==> src/rtl/fcs_pkg.sv <==
package fcs_pkg;

    localparam int unsigned DW = 16;

    localparam logic [7:0] OP_ARRAY   = 8'hFF;
    localparam logic [7:0] OP_STATUS  = 8'h70;
    localparam logic [7:0] OP_CLEAR   = 8'h50;
    localparam logic [7:0] OP_PROG    = 8'h40;
    localparam logic [7:0] OP_ERASE   = 8'h20;
    localparam logic [7:0] OP_EALL    = 8'hA7;
    localparam logic [7:0] OP_LOCK    = 8'h77;
    localparam logic [7:0] OP_RLOCK   = 8'h71;
    localparam logic [7:0] OP_CONFIRM = 8'hD0;

    typedef enum logic [1:0] {RM_ARRAY, RM_STATUS, RM_LOCK} rd_mode_e;

    typedef enum logic [2:0] {
        SQ_IDLE, SQ_PROG, SQ_ERASE, SQ_EALL, SQ_LOCK, SQ_RLOCK
    } seq_e;

    typedef enum logic [3:0] {
        C_NONE, C_ARRAY, C_STATUS, C_CLEAR, C_PROG,
        C_ERASE, C_EALL, C_LOCK, C_RLOCK
    } cmd_e;

    typedef enum logic [1:0] {EA_IDLE, EA_SCAN, EA_FIRE, EA_WAIT} ea_e;

    typedef struct packed {
        logic ready;
        logic erase_err;
        logic prog_err;
    } sr_t;

    typedef struct packed {
        logic prog;
        logic erase;
        logic lock;
    } stb_t;

    function automatic cmd_e decode_cmd(input logic [7:0] code);
        case (code)
            OP_ARRAY:  return C_ARRAY;
            OP_STATUS: return C_STATUS;
            OP_CLEAR:  return C_CLEAR;
            OP_PROG:   return C_PROG;
            OP_ERASE:  return C_ERASE;
            OP_EALL:   return C_EALL;
            OP_LOCK:   return C_LOCK;
            OP_RLOCK:  return C_RLOCK;
            default:   return C_NONE;
        endcase
    endfunction

    function automatic seq_e follow_on(input cmd_e c);
        case (c)
            C_PROG:  return SQ_PROG;
            C_ERASE: return SQ_ERASE;
            C_EALL:  return SQ_EALL;
            C_LOCK:  return SQ_LOCK;
            C_RLOCK: return SQ_RLOCK;
            default: return SQ_IDLE;
        endcase
    endfunction

    function automatic logic [DW-1:0] status_word(input sr_t s);
        return {8'h00, s.ready, 1'b0, s.erase_err, s.prog_err, 4'h0};
    endfunction

endpackage

==> src/rtl/fcs_addr_map.sv <==
module fcs_addr_map #(
    parameter int unsigned AW        = 16,
    parameter logic [AW-1:0] ROM_BASE = 16'h8000,
    parameter int unsigned BLK_SHIFT = 6,
    parameter int unsigned NBLK      = 14,
    parameter int unsigned BW        = 4
) (
    input  logic [AW-1:0] addr,
    output logic          in_rom,
    output logic          even,
    output logic [BW-1:0] blk
);
    localparam int unsigned   SPAN = NBLK << BLK_SHIFT;
    localparam logic [AW:0]   LO   = {1'b0, ROM_BASE};
    localparam logic [AW:0]   HI   = LO + SPAN[AW:0];

    logic [AW-1:0] offset;

    always_comb begin
        offset = addr - ROM_BASE;
        blk    = BW'(offset >> BLK_SHIFT);
        even   = ~addr[0];
        in_rom = ({1'b0, addr} >= LO) && ({1'b0, addr} < HI);
    end
endmodule

==> src/rtl/fcs_status.sv <==
module fcs_status (
    input  logic clk,
    input  logic rst,
    input  logic set_seq,
    input  logic set_prog,
    input  logic clr,
    output logic sr5,
    output logic sr4
);
    always_ff @(posedge clk) begin
        if (rst) begin
            sr5 <= 1'b0;
            sr4 <= 1'b0;
        end else if (set_seq) begin
            sr5 <= 1'b1;
            sr4 <= 1'b1;
        end else if (set_prog) begin
            sr4 <= 1'b1;
        end else if (clr) begin
            sr5 <= 1'b0;
            sr4 <= 1'b0;
        end
    end

    AST_CLR_EMPTIES: assert property (@(posedge clk) disable iff (rst)
        (clr && !set_seq && !set_prog) |=> (!sr5 && !sr4));
    AST_SEQ_ERR_SETS: assert property (@(posedge clk) disable iff (rst)
        set_seq |=> (sr5 && sr4));
    AST_PROG_ERR_SETS: assert property (@(posedge clk) disable iff (rst)
        set_prog |=> sr4);
endmodule

==> src/rtl/fcs_erase_all.sv <==
module fcs_erase_all
    import fcs_pkg::*;
#(
    parameter int unsigned NMAIN = 13,
    parameter int unsigned NBLK  = 14,
    parameter int unsigned BW    = 4
) (
    input  logic            clk,
    input  logic            rst,
    input  logic            start,
    input  logic [NBLK-1:0] locked,
    input  logic            be_busy,
    output logic            active,
    output logic            stb,
    output logic [BW-1:0]   blk
);
    localparam logic [BW-1:0] LAST = BW'(NMAIN);

    ea_e           st_q;
    logic [BW-1:0] idx_q;
    logic          stb_q;

    always_ff @(posedge clk) begin
        if (rst) begin
            st_q  <= EA_IDLE;
            idx_q <= '0;
            stb_q <= 1'b0;
        end else begin
            stb_q <= 1'b0;
            case (st_q)
                EA_IDLE: if (start) begin
                    idx_q <= '0;
                    st_q  <= EA_SCAN;
                end
                EA_SCAN: begin
                    if (idx_q == LAST) begin
                        st_q <= EA_IDLE;
                    end else if (!locked[idx_q]) begin
                        stb_q <= 1'b1;
                        st_q  <= EA_FIRE;
                    end else begin
                        idx_q <= idx_q + 1'b1;
                    end
                end
                EA_FIRE: st_q <= EA_WAIT;
                EA_WAIT: if (!be_busy) begin
                    idx_q <= idx_q + 1'b1;
                    st_q  <= EA_SCAN;
                end
                default: st_q <= EA_IDLE;
            endcase
        end
    end

    assign active = (st_q != EA_IDLE);
    assign stb    = stb_q;
    assign blk    = idx_q;

    AST_EALL_SPARES_TOP: assert property (@(posedge clk) disable iff (rst)
        stb |-> (blk < LAST));
    AST_EALL_UNLOCKED_ONLY: assert property (@(posedge clk) disable iff (rst)
        stb |-> !locked[blk]);
    AST_EALL_NO_START_BUSY: assert property (@(posedge clk) disable iff (rst)
        (st_q == EA_WAIT && be_busy) |=> !stb);
endmodule

==> src/rtl/flash_cmd_seq.sv <==
module flash_cmd_seq
    import fcs_pkg::*;
#(
    parameter int unsigned   AW        = 16,
    parameter logic [AW-1:0] ROM_BASE  = 16'h8000,
    parameter int unsigned   BLK_SHIFT = 6,
    parameter int unsigned   NMAIN     = 13,
    localparam int unsigned  NBLK      = NMAIN + 1,
    localparam int unsigned  BW        = $clog2(NBLK)
) (
    input  logic            clk,
    input  logic            rst,
    input  logic            bus_we,
    input  logic            bus_re,
    input  logic [AW-1:0]   bus_addr,
    input  logic [DW-1:0]   bus_wdata,
    output logic [DW-1:0]   bus_rdata,
    input  logic [DW-1:0]   array_rdata,
    input  logic [NBLK-1:0] blk_locked,
    input  logic            be_busy,
    output logic            prog_stb,
    output logic            erase_stb,
    output logic            lock_stb,
    output logic [AW-1:0]   op_addr,
    output logic [BW-1:0]   op_blk,
    output logic [DW-1:0]   op_data,
    output logic [1:0]      err_flags
);
    logic          in_rom, even;
    logic [BW-1:0] wblk;

    fcs_addr_map #(
        .AW(AW), .ROM_BASE(ROM_BASE), .BLK_SHIFT(BLK_SHIFT), .NBLK(NBLK), .BW(BW)
    ) u_map (
        .addr(bus_addr), .in_rom(in_rom), .even(even), .blk(wblk)
    );

    seq_e          seq_q;
    rd_mode_e      mode_q;
    logic [AW-1:0] hold_q;
    logic [BW-1:0] lkblk_q;
    stb_t          stb_q;
    logic [AW-1:0] op_addr_q;
    logic [BW-1:0] op_blk_q;
    logic [DW-1:0] op_data_q;

    logic          busy_int, wr_ok, in_idle, in_two, confirm;
    logic          clr_err, seq_err, prog_err, ea_start;
    logic          ea_active, ea_stb;
    logic [BW-1:0] ea_blk;
    logic          sr5, sr4;
    cmd_e          cmd;

    assign cmd      = decode_cmd(bus_wdata[7:0]);
    assign confirm  = (bus_wdata[7:0] == OP_CONFIRM);
    assign busy_int = be_busy | ea_active | stb_q.prog | stb_q.erase | stb_q.lock;
    assign wr_ok    = bus_we & in_rom & even & ~busy_int;
    assign in_idle  = (seq_q == SQ_IDLE);
    assign in_two   = !in_idle && (seq_q != SQ_PROG);
    assign clr_err  = wr_ok & in_idle & (cmd == C_CLEAR);
    assign seq_err  = wr_ok & in_two & ~confirm;
    assign prog_err = wr_ok & (seq_q == SQ_PROG) & (bus_addr != hold_q);
    assign ea_start = wr_ok & (seq_q == SQ_EALL) & confirm;

    fcs_status u_status (
        .clk(clk), .rst(rst), .set_seq(seq_err), .set_prog(prog_err),
        .clr(clr_err), .sr5(sr5), .sr4(sr4)
    );

    fcs_erase_all #(.NMAIN(NMAIN), .NBLK(NBLK), .BW(BW)) u_eall (
        .clk(clk), .rst(rst), .start(ea_start), .locked(blk_locked),
        .be_busy(be_busy), .active(ea_active), .stb(ea_stb), .blk(ea_blk)
    );

    always_ff @(posedge clk) begin
        if (rst) begin
            seq_q     <= SQ_IDLE;
            mode_q    <= RM_ARRAY;
            hold_q    <= '0;
            lkblk_q   <= '0;
            stb_q     <= '0;
            op_addr_q <= '0;
            op_blk_q  <= '0;
            op_data_q <= '0;
        end else begin
            stb_q <= '0;
            if (wr_ok) begin
                if (in_idle) begin
                    case (cmd)
                        C_ARRAY:  mode_q <= RM_ARRAY;
                        C_STATUS: mode_q <= RM_STATUS;
                        default:  ;
                    endcase
                    seq_q  <= follow_on(cmd);
                    hold_q <= bus_addr;
                end else begin
                    seq_q <= SQ_IDLE;
                    if (seq_q == SQ_PROG) begin
                        if (bus_addr == hold_q) begin
                            stb_q.prog <= 1'b1;
                            op_addr_q  <= bus_addr;
                            op_data_q  <= bus_wdata;
                            mode_q     <= RM_STATUS;
                        end else begin
                            mode_q <= RM_ARRAY;
                        end
                    end else if (!confirm) begin
                        mode_q <= RM_ARRAY;
                    end else begin
                        case (seq_q)
                            SQ_ERASE: begin
                                stb_q.erase <= 1'b1;
                                op_blk_q    <= wblk;
                                mode_q      <= RM_STATUS;
                            end
                            SQ_LOCK: begin
                                stb_q.lock <= 1'b1;
                                op_blk_q   <= wblk;
                                mode_q     <= RM_STATUS;
                            end
                            SQ_RLOCK: begin
                                lkblk_q <= wblk;
                                mode_q  <= RM_LOCK;
                            end
                            SQ_EALL: mode_q <= RM_STATUS;
                            default: ;
                        endcase
                    end
                end
            end
        end
    end

    logic [DW-1:0] status_q;

    always_comb begin
        status_q  = status_word(sr_t'{~busy_int, sr5, sr4});
        bus_rdata = '0;
        if (bus_re) begin
            if (busy_int) begin
                bus_rdata = status_q;
            end else begin
                case (mode_q)
                    RM_STATUS: bus_rdata = status_q;
                    RM_LOCK:   bus_rdata[6] = ~blk_locked[lkblk_q];
                    default:   bus_rdata = array_rdata;
                endcase
            end
        end
    end

    assign prog_stb  = stb_q.prog;
    assign erase_stb = stb_q.erase | ea_stb;
    assign lock_stb  = stb_q.lock;
    assign op_addr   = op_addr_q;
    assign op_blk    = ea_stb ? ea_blk : op_blk_q;
    assign op_data   = op_data_q;
    assign err_flags = {sr5, sr4};

    AST_STB_EXCLUSIVE: assert property (@(posedge clk) disable iff (rst)
        $onehot0({prog_stb, erase_stb, lock_stb}));
    AST_STB_SINGLE: assert property (@(posedge clk) disable iff (rst)
        (prog_stb || erase_stb || lock_stb) |=> !(prog_stb || erase_stb || lock_stb));
    AST_BUSY_NO_STB: assert property (@(posedge clk) disable iff (rst)
        (bus_we && be_busy) |=> (!prog_stb && !lock_stb));
    AST_PROG_EVEN: assert property (@(posedge clk) disable iff (rst)
        prog_stb |-> !op_addr[0]);
    AST_READY_LOW: assert property (@(posedge clk) disable iff (rst)
        (bus_re && be_busy) |-> !bus_rdata[7]);
endmodule

==> config.mk <==
export PLATFORM = sky130hd
export DESIGN_NAME = flash_cmd_seq
export DESIGN_NICKNAME = d
export VERILOG_FILES = /design/src/rtl/fcs_pkg.sv /design/src/rtl/fcs_addr_map.sv /design/src/rtl/fcs_status.sv /design/src/rtl/fcs_erase_all.sv /design/src/rtl/flash_cmd_seq.sv
export SDC_FILE = /design/constraint.sdc
export NUM_CORES = 1
export LEC_CHECK = 0
export ABC_AREA = 1
export CAP_MARGIN = 20
export CORE_AREA = 2 2 102 104
export DETAILED_ROUTE_END_ITERATION = 12
export DIE_AREA = 0 0 104 106
export PLACE_DENSITY = 0.7
export SLEW_MARGIN = 10
export SYNTH_ARGS = -nofsm -noshare
export SYNTH_HDL_FRONTEND = slang
export SYNTH_SLANG_ARGS = --single-unit
==> constraint.sdc <==
create_clock -name clk -period 2.6 [get_ports clk]
set_clock_uncertainty 0.2 [all_clocks]
set_input_delay 0.26 -clock clk [delete_from_list [all_inputs] [get_ports clk]]
set_output_delay 0.26 -clock clk [all_outputs]
set_load 0.03 [all_outputs]
==> Yosys cells after proc, flatten, opt, wreduce, memory -nomap -nowiden <==
Cells that the tools add are included.
{ "classes": {"addsub": 2, "magnitude_cmp": 4, "n_eq_ne": 39, "mux": 38, "bitwise": 24, "n_reduce_logical": 22} }
{ "ops": {"columns": ["operator", "n"], "rows": [
  ["8-bit by 7-bit == test with 1-bit output, second input constant", 5],
  ["16-bit two-way mux", 2],
  ["4-bit case mux with 8 select lines", 1],
  ["8-bit == test, second input constant", 3],
  ["4-bit two-way mux", 5],
  ["9-bit case mux with 2 select lines", 1],
  ["16-bit == test", 1],
  ["4-bit by 3-bit == test with 1-bit output, second input constant", 4],
  ["16-bit >= comparator, second input constant", 1],
  ["16-bit < comparator, second input constant", 1],
  ["16-bit != test", 1],
  ["3-bit case mux with 5 select lines", 1],
  ["5-bit AND reduction", 3],
  ["2-bit two-way mux", 7],
  ["1-bit two-way mux", 12],
  ["4-bit case mux with 3 select lines", 1],
  ["6-bit case mux with 2 select lines", 1],
  ["1-bit bitwise AND", 11],
  ["4-bit by 5-bit < comparator with 1-bit output, second input constant", 2],
  ["10-bit by 1-bit subtractor with 10-bit output, second input constant", 1],
  ["1-bit binary-select mux with 4-bit select", 2],
  ["4-bit by 2-bit == test with 1-bit output, second input constant", 2],
  ["4-bit == test, second input constant", 2],
  ["8-bit by 6-bit == test with 1-bit output, second input constant", 1],
  ["other kinds (31)", 58]
]} }
{ "totals": {"register_bits": 73, "in_bits": 67} }

==> Longest topological paths before layout <==
{ "depth": {"word_depth": 12, "depth_mapped": 14} }

==> Cells and area by module <==
Synthesis repeated with hierarchy kept, for this count alone.
{ "unflattened": {"cells_unflattened": 714, "area_unflattened_um2": 4366.7} }
{ "modules_own_cells": {"columns": ["mod", "instances", "cells_per_inst", "area_each_um2", "seq_area_each_um2"], "rows": [
  ["flash_cmd_seq", 1, 578, 3508.4, 1281.2],
  ["fcs_erase_all", 1, 111, 708.2, 140.1],
  ["fcs_status", 1, 12, 82.6, 40.0],
  ["fcs_addr_map", 1, 13, 67.6, 0.0]
]} }

==> Worst setup path before layout <==
Ideal clock, no wire load.
{ "synth_path": {"path_type": "register to output", "startpoint": "register u_eall.st_q[0]", "endpoint": "output port bus_rdata[10]", "arrival_time_ns": 1.816, "required_time_ns": 2.140, "path_slack_ns": 0.324, "stages_incl_launch_ff": 8, "n_path_buf": 1, "path_cell_list": "dfxtp_1 > inv_1 > ha_1 > inv_1 > nor2_2 > nand3_2 > clkbuf_1 > nor3b_1"} }
{ "synth_via": {"elab_chain_len": 7} }
{ "synth_lines": {"columns": ["element", "line_no", "source"], "rows": [
  ["start: declaration", "fcs_erase_all.sv:19", "ea_e st_q;"],
  ["start signal: assignment", "fcs_erase_all.sv:25", "st_q <= EA_IDLE;"],
  ["start signal: assignment", "fcs_erase_all.sv:33", "st_q <= EA_SCAN;"],
  ["start signal: assignment", "fcs_erase_all.sv:37", "st_q <= EA_IDLE;"],
  ["2-bit nonzero test", "fcs_erase_all.sv:55", "assign active = (st_q != EA_IDLE);"],
  ["1-bit OR (4 in a row)", "flash_cmd_seq.sv:56", "assign busy_int = be_busy | ea_active | stb_q.prog | stb_q.erase | stb_q.lock;"],
  ["16-bit two-way mux", "flash_cmd_seq.sv:140", "if (busy_int) begin"],
  ["16-bit two-way mux", "flash_cmd_seq.sv:139", "if (bus_re) begin"],
  ["end: declaration", "flash_cmd_seq.sv:17", "output logic [DW-1:0] bus_rdata,"]
]} }
Every way passes these cells.

==> Worst setup path after layout <==
{ "layout_path": {"startpoint": "register u_eall.st_q[0]", "endpoint": "output port bus_rdata[14]"} }
The elaborated chain is that of the path after synthesis.

==> impl_metrics.env <==
export IMPL_firstDrtPassIters=5
export IMPL_fin_crit_ns=2.483
export IMPL_pin_count=124
export IMPL_fp_dieH_um=106
export IMPL_hold_start="op_data[6]"
export IMPL_routabilityCongestion=0.9137
export IMPL_ys_seq_area_share_pct=37.39
export IMPL_nets=755
export IMPL_slew_headroom_pct=66.20
export IMPL_cts_tree="done"
export IMPL_endpoint_kind="output pin"
export IMPL_power_internal_uw=1745
export IMPL_path_clk_slew_ns=0.08
export IMPL_track_usage_pct=19.46
export IMPL_drc=0
export IMPL_pwr_share_seq_pct=48.7
export IMPL_start_util_pct=39.09
export IMPL_diodes=0
export IMPL_crit_arrival_ns=2.02
export IMPL_fmax_mhz=402.7
export IMPL_num_vias=3911
export IMPL_ys_warn_count=0
export IMPL_rr_endpoint="u_eall.st_q[0]"
export IMPL_min_path_cells=2
export IMPL_cts_hold_buf=0
export IMPL_design_area_um2=5415
export IMPL_setup_viol=0
export IMPL_place_area_um2=5235
export IMPL_grt_pass1_vias=3700
export IMPL_clock_sinks=73
export IMPL_wire_per_inst_um=12.84
export IMPL_p_clk_share_pct=40.0
export IMPL_cts_buffers=9
export IMPL_syn_to_final_growth_pct=38.54
export IMPL_reg2regPathDepth=11
export IMPL_worst_pin_slew_ns=0.5048
export IMPL_switching_power_uw=548.9
export IMPL_clockBufferDepth=2
export IMPL_r2r_start="u_eall.st_q[0]"
export IMPL_post_place_ws_ns=0.06918
export IMPL_finalWirelength_um=10510
export IMPL_htreeDepth=3
export IMPL_rsz0062_at_grt="yes"
export IMPL_dp_hpwl_um=7928
export IMPL_synthCells=561
export IMPL_first_iter_violations=229
export IMPL_ant_nets=0
export IMPL_cp_start_kind="register"
export IMPL_power_frac_comb_pct=11.3
export IMPL_p_leak_uw=0.002151
export IMPL_clk_latency_ns=0.35
export IMPL_dieWidth_um=104
export IMPL_r2r_setup_slack_ns=0.21
export IMPL_cp_data_required_time_ns=2.14
export IMPL_critPathMaxFanout=14
export IMPL_synth_area_um2=3909
export IMPL_final_util_pct=54.15
export IMPL_period_share_pct=95.52
export IMPL_grt_max_degree=58
export IMPL_core_rowCount=37
export IMPL_ys_ff_latch=73
export IMPL_nFillCells=975
export IMPL_synth_distinct_cells=37
export IMPL_drive_gt1_share_pct=7.918
export IMPL_grt_pass1_wl_um=17530
export IMPL_hp_class="reg -> reg"
export IMPL_max_cap_violations=0
export IMPL_clock_root_buffer="clkbuf_8"
export IMPL_hold_end="op_data[6]"
export IMPL_core_area_um2=10000
export IMPL_status="finished clean"
export IMPL_hold_violations=0
export IMPL_fin_ws_ns=0.1166
export IMPL_ir_drop_uv=264.4
export IMPL_overflow=0
export IMPL_swShare_pct=23.93
export IMPL_synth_nets=638
export IMPL_power_density_nw_per_um2=423.6
export IMPL_portBuffers=123
export IMPL_critPathKind="reg -> out"
export IMPL_antenna_found_initial=0
export IMPL_syn_avg_cell_area_um2=6.967
export IMPL_dieArea_um2=11020
export IMPL_vias_per_cell=4.781
export IMPL_slew_viol_final=0
==> power groups by stage <==
stage	Sequential [uW]	Clock [uW]	Combinational, uW
after floorplan	1140	0	104
after global placement	1140	0	259
after detailed placement	1140	0	261
after CTS	1120	944	259
after global routing	1120	998	283
final	1120	917	260
==> cells in the mapped netlist (all sizes together) <==
| cell type | number | area (um2) |
|---|---|---|
| inv | 98 | 370.4 |
| nand2 | 89 | 344.1 |
| dfxtp | 73 | 1461 |
| a21oi | 62 | 310.3 |
| o21ai | 52 | 260.3 |
| nor2 | 43 | 176.4 |
| nand3 | 42 | 220.2 |
| xnor2 | 16 | 140.1 |
| clkbuf | 14 | 52.55 |
| nand4 | 14 | 102.6 |
| nor3b | 12 | 90.09 |
| buf | 10 | 82.57 |
| ha | 10 | 125.1 |
| nor3 | 6 | 30.03 |
| nor4 | 5 | 31.28 |
| or2 | 4 | 27.53 |
| o211ai | 2 | 15.01 |
| o21a | 2 | 15.01 |
| a21boi | 1 | 11.26 |
| a31oi | 1 | 6.260 |
| and2 | 1 | 6.260 |
| clkinv | 1 | 3.750 |
| o2111a | 1 | 11.26 |
| o22ai | 1 | 6.260 |
| xor2 | 1 | 8.760 |
==> registers in the layout, summed over array words and instances, names as in the netlist <==
signal	cells
lkblk_q	4
hold_q	16
stb_q	1
u_eall.stb	1
u_status.sr4	1
u_status.sr5	1
op_blk_q	4
lock_stb	1
mode_q	2
seq_q	3
u_eall.st_q	2
op_data	16
prog_stb	1
op_addr	16
u_eall.blk	4
==> cells in the final DEF, fill, tap and decap left out, drive strengths merged <==
cell type / synthesis / routed
o2111a: 1 / 1
xor2: 1 / 1
or2: 4 / 4
nand4: 14 / 14
clkbuf: 14 / 18
a21boi: 1 / 1
inv: 98 / 98
o21a: 2 / 2
o22ai: 1 / 1
o21ai: 52 / 52
nor2: 43 / 43
clkdlybuf4s15: 0 / 2
nand2: 89 / 89
nand3: 42 / 42
nor4: 5 / 5
clkdlybuf4s50: 0 / 107
and2: 1 / 1
xnor2: 16 / 16
dfxtp: 73 / 73
nor3: 6 / 6
nor3b: 12 / 12
ha: 10 / 10
bufinv: 0 / 1
o211ai: 2 / 2
clkinv: 1 / 4
a21oi: 62 / 62
a31oi: 1 / 1
buf: 10 / 14
==> cell families (layout without fill, tap and decap cells) <==
group           Yosys count  after routing  share of synthesized area [%]
compound gates          122            122                          16.26
xor+xnor                 17             17                          3.809
simple gates            216            216                          26.31
flops                    73             73                          37.39
fa+ha+maj                10             10                          3.201
buf+inv                 123            244                          13.03
==> stage by stage <==
| step | std cells | power (uW) | hold WS [ns] | setup TNS [ns] |
|---|---|---|---|---|
| 3_5_place_dp | 803 | 1405 | 0.2341 | 0 |
| 3_3_place_gp | 803 | 1403 | 0.2296 | 0 |
| 4_1_cts | 818 | 2320 | 0.2461 | -0.006897 |
| 2_1_floorplan | 561 | 1247 | 0.2029 | 0 |
| 6_report | 818 | 2294 | 0.2452 | 0 |
| 5_1_grt | 818 | 2399 | 0.2642 | -0.02662 |
==> per-layer routing <==
layer,vias to the layer above,track usage [%],share of wire (%)
met5,-,0,0
met3,11,4.598,5.2
met4,0,6.950,1.2
met1,1761,24.73,45
met2,107,32.33,48
li1,2032,-,-
==> repair_timing <==
| action | in CTS | in global routing |
|---|---|---|
| endpoints found under the setup margin | 10 | 30 |
| gates cloned | 0 | 0 |
| endpoints found under the hold margin | 0 | 0 |
| resized for setup | 10 | 26 |
| buffers inserted | 0 | 0 |
==> critical path, cell delays in order, from the launching register on <==
cell	delay, ns
dfxtp_1	0.36
inv_1	0.14
ha_1	0.20
inv_1	0.06
nor2_2	0.12
nand3_4	0.17
nor3b_1	0.23
clkdlybuf4s15_1	0.40
==> how the worst max path moves through the flow <==
stage,startpoint,slack [ns],end
after CTS,u_eall.st_q[0],-0.007,bus_rdata[4]
after detailed placement,be_busy,0.07,bus_rdata[15]
after floorplan,u_eall.st_q[0],0.32,bus_rdata[10]
after global placement,be_busy,0.14,bus_rdata[11]
after global routing,u_eall.st_q[0],-0.03,u_eall.st_q[0]
final,u_eall.st_q[0],0.12,bus_rdata[14]
==> area by class of cell <==
class                   instances  area [um2]  area share [%]
multi-input cells             365        1948           35.98
flip-flops and latches         73        1463           27.01
repair buffers                130        1256           23.20
inverters                      99       374.1           6.909
well taps                     136       170.2           3.142
clock buffers                  11       151.4           2.796
clock inverters                 4       52.55          0.9704
Note: power is estimated with default switching activity, not from simulation.
